**src/rtl/rgbyuv_pkg.sv**
```systemverilog
package rgbyuv_pkg;

    localparam int NUM_ROWS  = 3;
    localparam int ROW_TERMS = 4;
    localparam int NUM_COEF  = NUM_ROWS * ROW_TERMS;

    // Power-on matrix: studio-range conversion, multipliers Q3.10, constants Q10.4
    function automatic logic [13:0] default_coef(input int idx);
        case (idx)
            0:       return 14'h0107;
            1:       return 14'h0204;
            2:       return 14'h0064;
            3:       return 14'h0108;
            4:       return 14'h3F69;
            5:       return 14'h3ED6;
            6:       return 14'h01C1;
            7:       return 14'h0808;
            8:       return 14'h01C1;
            9:       return 14'h3E88;
            10:      return 14'h3FB8;
            11:      return 14'h0808;
            default: return 14'h0000;
        endcase
    endfunction

endpackage

```
**src/rtl/rgbyuv_coef_bank.sv**
```systemverilog
module rgbyuv_coef_bank
    import rgbyuv_pkg::*;
#(
    parameter int COEF_W = 14,
    parameter int IDX_W  = 4
) (
    input  logic                             clk,
    input  logic                             rst_n,
    input  logic                             wr_en,
    input  logic [IDX_W-1:0]                 wr_idx,
    input  logic [COEF_W-1:0]                wr_data,
    input  logic                             frame_start,
    output logic [NUM_COEF-1:0][COEF_W-1:0]  active
);

    typedef struct packed {
        logic [NUM_COEF-1:0][COEF_W-1:0] pending;
        logic [NUM_COEF-1:0][COEF_W-1:0] inuse;
    } bank_t;

    bank_t bank_d, bank_q;

    function automatic bank_t bank_init();
        bank_t rv;
        for (int i = 0; i < NUM_COEF; i++) begin
            rv.pending[i] = COEF_W'(default_coef(i));
            rv.inuse[i]   = COEF_W'(default_coef(i));
        end
        return rv;
    endfunction

    always_comb begin
        bank_d = bank_q;
        if (frame_start) begin
            bank_d.inuse = bank_q.pending;
        end
        if (wr_en && (wr_idx < IDX_W'(NUM_COEF))) begin
            bank_d.pending[wr_idx] = wr_data;
        end
    end

    always_ff @(posedge clk or negedge rst_n) begin
        if (!rst_n) begin
            bank_q <= bank_init();
        end else begin
            bank_q <= bank_d;
        end
    end

    assign active = bank_q.inuse;

endmodule

```
**src/rtl/rgbyuv_row_mac.sv**
```systemverilog
module rgbyuv_row_mac #(
    parameter int PIX_W    = 8,
    parameter int COEF_W   = 14,
    parameter int MUL_FRAC = 10,
    parameter int OFS_FRAC = 4,
    parameter int SUM_W    = COEF_W + PIX_W + 3
) (
    input  logic                   clk,
    input  logic                   rst_n,
    input  logic [3:0][COEF_W-1:0] coef,
    input  logic [2:0][PIX_W-1:0]  pix,
    output logic [SUM_W-1:0]       sum_q
);

    localparam int PROD_W    = COEF_W + PIX_W + 1;
    localparam int OFS_SHIFT = MUL_FRAC - OFS_FRAC;

    typedef struct packed {
        logic [2:0][PROD_W-1:0] prod;
        logic [COEF_W-1:0]      ofs;
        logic [SUM_W-1:0]       sum;
    } mac_t;

    mac_t mac_d, mac_q;

    always_comb begin
        logic signed [PROD_W-1:0] c_ext;
        logic signed [PROD_W-1:0] p_ext;
        logic signed [SUM_W-1:0]  acc;
        mac_d = mac_q;
        // stage 1: three signed products and the row constant
        for (int i = 0; i < 3; i++) begin
            c_ext = PROD_W'($signed(coef[i]));
            p_ext = $signed(PROD_W'(pix[i]));
            mac_d.prod[i] = c_ext * p_ext;
        end
        mac_d.ofs = coef[3];
        // stage 2: sum aligned to the multiplier fraction
        acc = '0;
        for (int i = 0; i < 3; i++) begin
            acc = acc + SUM_W'($signed(mac_q.prod[i]));
        end
        acc = acc + $signed(SUM_W'(mac_q.ofs) << OFS_SHIFT);
        mac_d.sum = acc;
    end

    always_ff @(posedge clk or negedge rst_n) begin
        if (!rst_n) begin
            mac_q <= '0;
        end else begin
            mac_q <= mac_d;
        end
    end

    assign sum_q = mac_q.sum;

endmodule

```
**src/rtl/rgb_yuv_matrix.sv**
```systemverilog
module rgb_yuv_matrix
    import rgbyuv_pkg::*;
#(
    parameter int PIX_W    = 8,
    parameter int COEF_W   = 14,
    parameter int MUL_FRAC = 10,
    parameter int OFS_FRAC = 4
) (
    input  logic              clk,
    input  logic              rst_n,
    input  logic              cvt_en,
    input  logic              frame_start,
    input  logic              cfg_we,
    input  logic [3:0]        cfg_idx,
    input  logic [COEF_W-1:0] cfg_data,
    input  logic              pix_vld,
    input  logic [PIX_W-1:0]  pix_r,
    input  logic [PIX_W-1:0]  pix_g,
    input  logic [PIX_W-1:0]  pix_b,
    output logic              out_vld,
    output logic [PIX_W-1:0]  out_y,
    output logic [PIX_W-1:0]  out_u,
    output logic [PIX_W-1:0]  out_v
);

    localparam int IDX_W = 4;
    localparam int SUM_W = COEF_W + PIX_W + 3;
    localparam int INT_W = SUM_W - MUL_FRAC;

    typedef struct packed {
        logic                   v1;
        logic                   e1;
        logic [2:0][PIX_W-1:0]  px1;
        logic                   v2;
        logic                   e2;
        logic [2:0][PIX_W-1:0]  px2;
        logic                   v3;
        logic [2:0][PIX_W-1:0]  o3;
    } pipe_t;

    pipe_t pipe_d, pipe_q;

    logic [NUM_COEF-1:0][COEF_W-1:0] coef_active;
    logic [2:0][PIX_W-1:0]           pix_in;
    logic [2:0][SUM_W-1:0]           row_sum;

    assign pix_in = {pix_b, pix_g, pix_r};

    rgbyuv_coef_bank #(
        .COEF_W (COEF_W),
        .IDX_W  (IDX_W)
    ) u_bank (
        .clk         (clk),
        .rst_n       (rst_n),
        .wr_en       (cfg_we),
        .wr_idx      (cfg_idx),
        .wr_data     (cfg_data),
        .frame_start (frame_start),
        .active      (coef_active)
    );

    for (genvar r = 0; r < NUM_ROWS; r++) begin : g_row
        rgbyuv_row_mac #(
            .PIX_W    (PIX_W),
            .COEF_W   (COEF_W),
            .MUL_FRAC (MUL_FRAC),
            .OFS_FRAC (OFS_FRAC),
            .SUM_W    (SUM_W)
        ) u_mac (
            .clk   (clk),
            .rst_n (rst_n),
            .coef  (coef_active[ROW_TERMS*r +: ROW_TERMS]),
            .pix   (pix_in),
            .sum_q (row_sum[r])
        );
    end

    // floor to integer, then clamp to the pixel range
    function automatic logic [PIX_W-1:0] saturate(input logic [SUM_W-1:0] s);
        logic [INT_W-1:0] ip;
        ip = s[SUM_W-1:MUL_FRAC];
        if (ip[INT_W-1]) begin
            return '0;
        end else if (|ip[INT_W-2:PIX_W]) begin
            return '1;
        end else begin
            return ip[PIX_W-1:0];
        end
    endfunction

    always_comb begin
        pipe_d     = pipe_q;
        pipe_d.v1  = pix_vld;
        pipe_d.e1  = cvt_en;
        pipe_d.px1 = pix_in;
        pipe_d.v2  = pipe_q.v1;
        pipe_d.e2  = pipe_q.e1;
        pipe_d.px2 = pipe_q.px1;
        pipe_d.v3  = pipe_q.v2;
        for (int r = 0; r < NUM_ROWS; r++) begin
            pipe_d.o3[r] = pipe_q.e2 ? saturate(row_sum[r]) : pipe_q.px2[r];
        end
    end

    always_ff @(posedge clk or negedge rst_n) begin
        if (!rst_n) begin
            pipe_q <= '0;
        end else begin
            pipe_q <= pipe_d;
        end
    end

    assign out_vld = pipe_q.v3;
    assign out_y   = pipe_q.o3[0];
    assign out_u   = pipe_q.o3[1];
    assign out_v   = pipe_q.o3[2];

endmodule

```
**config.mk**
```make
export PLATFORM = sky130hd
export DESIGN_NAME = rgb_yuv_matrix
export DESIGN_NICKNAME = d
export VERILOG_FILES = /design/src/rtl/rgbyuv_pkg.sv /design/src/rtl/rgbyuv_coef_bank.sv /design/src/rtl/rgbyuv_row_mac.sv /design/src/rtl/rgb_yuv_matrix.sv
export SDC_FILE = /design/constraint.sdc
export NUM_CORES = 2
export LEC_CHECK = 0
export BUFFER_PORTS_ARGS = -buffer_cell sky130_fd_sc_hd__clkbuf_2
export CORE_ASPECT_RATIO = 0.6
export CORE_MARGIN = 3
export CORE_UTILIZATION = 29
export DETAILED_ROUTE_END_ITERATION = 7
export GPL_TIMING_DRIVEN = 0
export PLACE_DENSITY = 0.45
export SETUP_SLACK_MARGIN = 0.1
export SLEW_MARGIN = 10
export SYNTH_ARGS = -nofsm -noshare
export SYNTH_HDL_FRONTEND = slang
export SYNTH_SLANG_ARGS = --single-unit
```
**constraint.sdc**
```tcl
create_clock -name clk -period 6.55 [get_ports clk]
set_input_delay 0 -clock clk [delete_from_list [all_inputs] [get_ports clk]]
set_output_delay 0 -clock clk [all_outputs]
set_load 0.1 [all_outputs]
```
* Word level (Yosys, flattened, before mapping)
Cells that the tools add are included.
** Cells by class
- Add/sub/neg operators :: 9
- Multiply operators :: 9
- Divide/modulo/power cells :: 0
- Magnitude comparators :: 3
- Equality and inequality tests :: 0
- Shifts and indexed selects :: 0
- Mux-type cells :: 12
- Bitwise logic cells :: 0
- Reductions and logical operators :: 5
** Operators with widths (number)
- $mul 14x9->23 :: 9
- $bwmux 168 :: 1
- $add 24x23->25 :: 3
- $add 25x21->25 :: 3
- $add 23x23->24 :: 3
- $mux 8 :: 9
- $demux 14 s4 :: 1
- $reduce_or 6->1 :: 3
- $mux 14 :: 1
- $lt 4x5->1 const B :: 1
- $ge 4x1->1 const B :: 1
- $lt 4x4->1 const B :: 1
- $logic_and 1x1->1 :: 2
** Word-level totals
- Bits in registers :: 737
- Latch bits :: 0
- Bits in writable memories :: 0
- Bits in read-only memories :: 0
- Input bits :: 48
- Output and inout bits :: 25
- Word-level logic and storage cells :: 91
- Memories kept :: 0

* Logic depth before layout (Yosys ltp)
- Word-level depth :: 5
- Gate-level depth with buffers :: 21
- Depth with buffers taken out :: 19

* Hierarchy
A second synthesis with hierarchy kept.
** Unflattened totals
- Cell total of the unflattened synthesis :: 6533
- Area, all modules :: 68255.5 um2
** Modules (own cells, without submodules)
- rgbyuv_row_mac at g_row[1].u_mac :: times used 1, cells each 1858, area each 17471.8 um2, sequential area each 2702.6 um2
- rgbyuv_row_mac at g_row[2].u_mac :: times used 1, cells each 1817, area each 17161.5 um2, sequential area each 2702.6 um2
- rgbyuv_row_mac at g_row[0].u_mac :: times used 1, cells each 1793, area each 17121.4 um2, sequential area each 2702.6 um2
- rgbyuv_coef_bank :: times used 1, cells each 907, area each 13937.1 um2, sequential area each 8558.2 um2
- rgb_yuv_matrix :: times used 1, cells each 158, area each 2563.7 um2, sequential area each 1926.8 um2

* Least setup slack after synthesis
No wires, ideal clock.
- Kind :: register to register
- From :: register u_bank.bank_q, in the netlist u_bank.active[91]
- To :: register g_row[1].u_mac.mac_q[104] (netlist bit)
- Arrival time :: 4.607 ns
- Path slack :: 1.857 ns
- Stages on the path, launching flop included :: 18
- Path buffers :: 1
- Clock period less this slack :: 4.693 ns
- Cell sequence :: dfstp_2 > clkbuf_1 > nand2_1 > fa_1 > inv_1 > fa_1 > fa_1 > inv_1 > fa_1 > inv_1 > ha_1 > a21o_1 > or3_1 > o211ai_1 > a21o_1 > a21oi_1 > a2111o_1 > o211ai_1
** RTL lines
- start: declaration :: line rgbyuv_coef_bank.sv:21 : bank_t bank_d, bank_q;
- start signal: assignment :: line rgbyuv_coef_bank.sv:44 : bank_q <= bank_init();
- start signal: assignment :: line rgbyuv_coef_bank.sv:46 : bank_q <= bank_d;
- end signal: assignment :: line rgbyuv_row_mac.sv:51 : mac_q <= mac_d;
- end: declaration :: line rgbyuv_row_mac.sv:24 : mac_t mac_d, mac_q;

==> results.md <==
* Status: finished clean
* Drt total wl at 202500 um
* EDFF count, synth at 0
* Worst EP required at 6.98 ns
* Total CTS buffers at 71
* Sequential share of the synthesized area at 27.47%
* Yosys cell types at 79
* Setup CP Type: input pin to flip-flop
* Vias at 43070
* Initial DRC count at 3355
* Final hold violation count at 0
* Final Wtd Congestion at 0.8594
* Flops & latches, synth at 707
* Fin crit share at 94.87%
* Syn_area_per_cell at 10.40 sq um
* Reg-to-reg startpoint: u_bank.active[91]$_DFFE_PN1P_
* CTS Buffer Depth at 3
* Max_cap viols at 0
* Reg2reg setup slack at 0.44 ns
* CTS tree: yes
* Initial Util at 29.42%
* Placement row count at 133
* Hold slack at 0.07977 ns
* Sequential Area at 17840 sq um
* Fillers at 22630
* Total grt overflow at 0
* Clk Tree Root Cell: clkbuf_16
* Synthesized Nets at 7714
* GRT Total Usage at 17.81%
* Critical Path Start: pix_g[3]
* Avg Vias per Cell at 4.525
* Final Core Density at 32.94%
* Layout area overhead at 11.96%
* YS warnings at 0
* Minimum clock period after layout at 6.214 ns
* Post-Syn Area at 64960 sq um
* Cell Area, Placed at 69550 sq um
* Cell area after layout at 72730 sq um
* Finish-stage setup viols at 0
* Buffers on Ports at 71
* DRC at 0
* Die area at 229900 sq um
* Wire length per cell at 21.27 um
* Critical path arrival at 6.65 ns
* Share of cells above drive strength 1 at 11.97%
* ANT nets after route at 0
* Horiz. Die Dim at 617.0 um
* Drt first pass iters at 6
* Cells on worst reg2reg path at 17
* Place WS at 0.003329 ns
* Critical path endpoint: g_row[0].u_mac.mac_q[82]$_DFF_PN0_
* Worst Max-Slew Pin Slew at 1.435 ns
* First-pass GRT wire length at 303700 um
* Final worst slack at 0.3361 ns
* Setup bufs post-CTS at 0
* Die Height at 372.6 um
* Max_slew headroom at 3.614%
* Initial antenna violation count at 41
* Worst setup SP type: input pin
* Pin count of the biggest net entering global routing at 103
* Core Region at 220800 sq um
* Hold WC Path Type: input pin to asynchronous set/reset pin
* Vias in the first global route at 44230
* I/O pins at 73
* Final Net Count at 7932
* Clock Skews at 0.05117 ns
* # clock sinks at 707
* Multi-input combinational cell area at 41090 sq um
* Crit. End Element: flip-flop
* Count of pins over their slew limit at 0
* Clock transition time at the flip-flop clock pins of the worst setup and hold paths at 0.08 ns
* Crit path max fanout at 10
* H-tree levels at 3
* Post-synth ARST share at 100.0%
* Post-Syn Instances at 6244
* Primary FF master, synth: dfrtp_1
* Fmax at 160.9 MHz
* RSZ-0062 raised after global routing: no
* Clk Latency, worst-skew pair at 0.69 ns
* HPWL after DPL at 165700 um
* RR Endpoint: g_row[1].u_mac.mac_q[107]$_DFF_PN0_
[sequential cells by signal (all words and copies together) (netlist names)]
name	flops
out_u	8
u_bank.bank_q	168
u_bank.active	168
out_v	8
out_y	8
pipe_d	27
pipe_q	25
g_row.u_mac.sum_q	45
g_row.u_mac.mac_q	249
out_vld	1
[stage by stage]
step	std cells	TNS [ns]
CTS	9486	0
global route	9491	0
global placement	9285	-7512.74
detailed placement	9303	0
finish	9520	0
floorplan	6244	0
[synthesized netlist by cell type, drive strengths merged (10+ instances only)]
cell | number | share of area [%]
a211oi | 16 | 0.18
a21o | 69 | 0.80
a21oi | 136 | 1.1
a31oi | 19 | 0.21
and2 | 496 | 4.8
and3 | 20 | 0.19
buf | 73 | 0.57
clkbuf | 175 | 1.0
dfrtp | 587 | 23
dfstp | 120 | 4.9
fa | 918 | 28
ha | 504 | 9.7
inv | 1360 | 7.9
mux2 | 364 | 6.3
nand2 | 591 | 3.4
nand2b | 22 | 0.21
nand3 | 43 | 0.33
nand4 | 12 | 0.12
nor2 | 169 | 0.98
nor2b | 22 | 0.21
nor3 | 55 | 0.42
o211ai | 18 | 0.21
o21a | 26 | 0.30
o21ai | 68 | 0.53
o21bai | 27 | 0.31
or3 | 10 | 0.096
xnor2 | 156 | 2.1
xor2 | 55 | 0.74
[per-layer routing]
| layer | up-vias | global-route usage [%] | share of wire (%) |
|---|---|---|---|
| met5 | - | 0 | 0 |
| met3 | 127 | 3.516 | 7.2 |
| li1 | 19530 | - | - |
| met2 | 1154 | 22.91 | 37 |
| met1 | 22270 | 30.19 | 54 |
| met4 | 0 | 2.206 | 1.1 |
[area by class of cell]
type	count	area share (%)
Buffer	248	1.435
Antenna cell	31	0.1067
Clock inverter	26	0.5470
Clock buffer	104	2.876
Timing Repair Buffer	145	1.882
Multi-Input combinational cell	3929	56.49
Sequential cell	707	24.53
Inverter	1360	7.019
Tap cell	2970	5.109
[worst max-delay path, cell delays in order]
cell	delay, ns
dlygate4sd3_1	0.56
clkbuf_2	0.41
clkbuf_1	0.91
nand2_1	0.20
fa_1	0.54
fa_1	0.56
inv_1	0.06
fa_1	0.49
inv_1	0.06
fa_1	0.47
inv_1	0.04
ha_1	0.35
a21oi_1	0.12
o21bai_1	0.27
a21oi_1	0.13
o211ai_1	0.36
nor2_1	0.12
o311ai_1	0.97
[placed cells by master (no fill, tap or decap), types with 12 or more instances in the layout]
cell | Yosys | routed
a211oi_1 | 16 | 16
a21o_1 | 67 | 67
a21oi_1 | 131 | 131
a31oi_1 | 18 | 18
and2_1 | 496 | 496
and3_1 | 19 | 19
buf_1 | 45 | 45
buf_16 | 0 | 14
buf_4 | 24 | 24
clkbuf_1 | 175 | 176
clkbuf_16 | 0 | 72
clkbuf_2 | 0 | 84
clkbuf_8 | 0 | 18
dfrtp_1 | 587 | 587
dfstp_2 | 120 | 120
diode_2 | 0 | 31
dlygate4sd3_1 | 0 | 52
fa_1 | 918 | 918
ha_1 | 504 | 504
inv_1 | 1360 | 1360
mux2_2 | 364 | 364
nand2_1 | 591 | 591
nand2b_1 | 22 | 22
nand3_1 | 43 | 43
nand4_1 | 12 | 12
nor2_1 | 168 | 168
nor2b_1 | 22 | 22
nor3_1 | 55 | 53
o211ai_1 | 18 | 18
o21a_1 | 26 | 26
o21ai_0 | 41 | 41
o21ai_1 | 26 | 26
o21bai_1 | 27 | 27
xnor2_1 | 156 | 148
xor2_1 | 55 | 51
[kinds of logic (layout without fill, tap and decap cells)]
kind of cell | Yosys count | in the layout | synth area share [%]
fa+ha+maj | 1422 | 1422 | 38.00
flops | 707 | 707 | 27.47
other cells | 0 | 31 | 0
mux | 367 | 367 | 6.356
compound gates | 450 | 450 | 4.684
buf+inv | 1608 | 1883 | 9.438
simple gates | 1479 | 1479 | 11.22
xor+xnor | 211 | 211 | 2.845
[what timing repair did]
action / CTS / global route
resized for setup: 0 / 1
hold buffers: 53 / 0
endpoints found under the hold margin: 268 / 0
setup endpoints to repair: 0 / 1
[how the worst min path moves through the flow]
stage,startpoint,to
after floorplan,rst_n,g_row[0].u_mac.mac_q[100]$_DFF_PN0_
after global placement,cvt_en,pipe_d[49]$_DFF_PN0_
after detailed placement,rst_n,pipe_d[44]$_DFF_PN0_
after CTS,rst_n,u_bank.active[150]$_DFFE_PN1P_
after global routing,rst_n,u_bank.active[150]$_DFFE_PN1P_
final,rst_n,pipe_d[44]$_DFF_PN0_
Power is left out: the tool's default activity adds up to more than one toggle a clock period on the data nets, which glitch-free logic cannot reach.
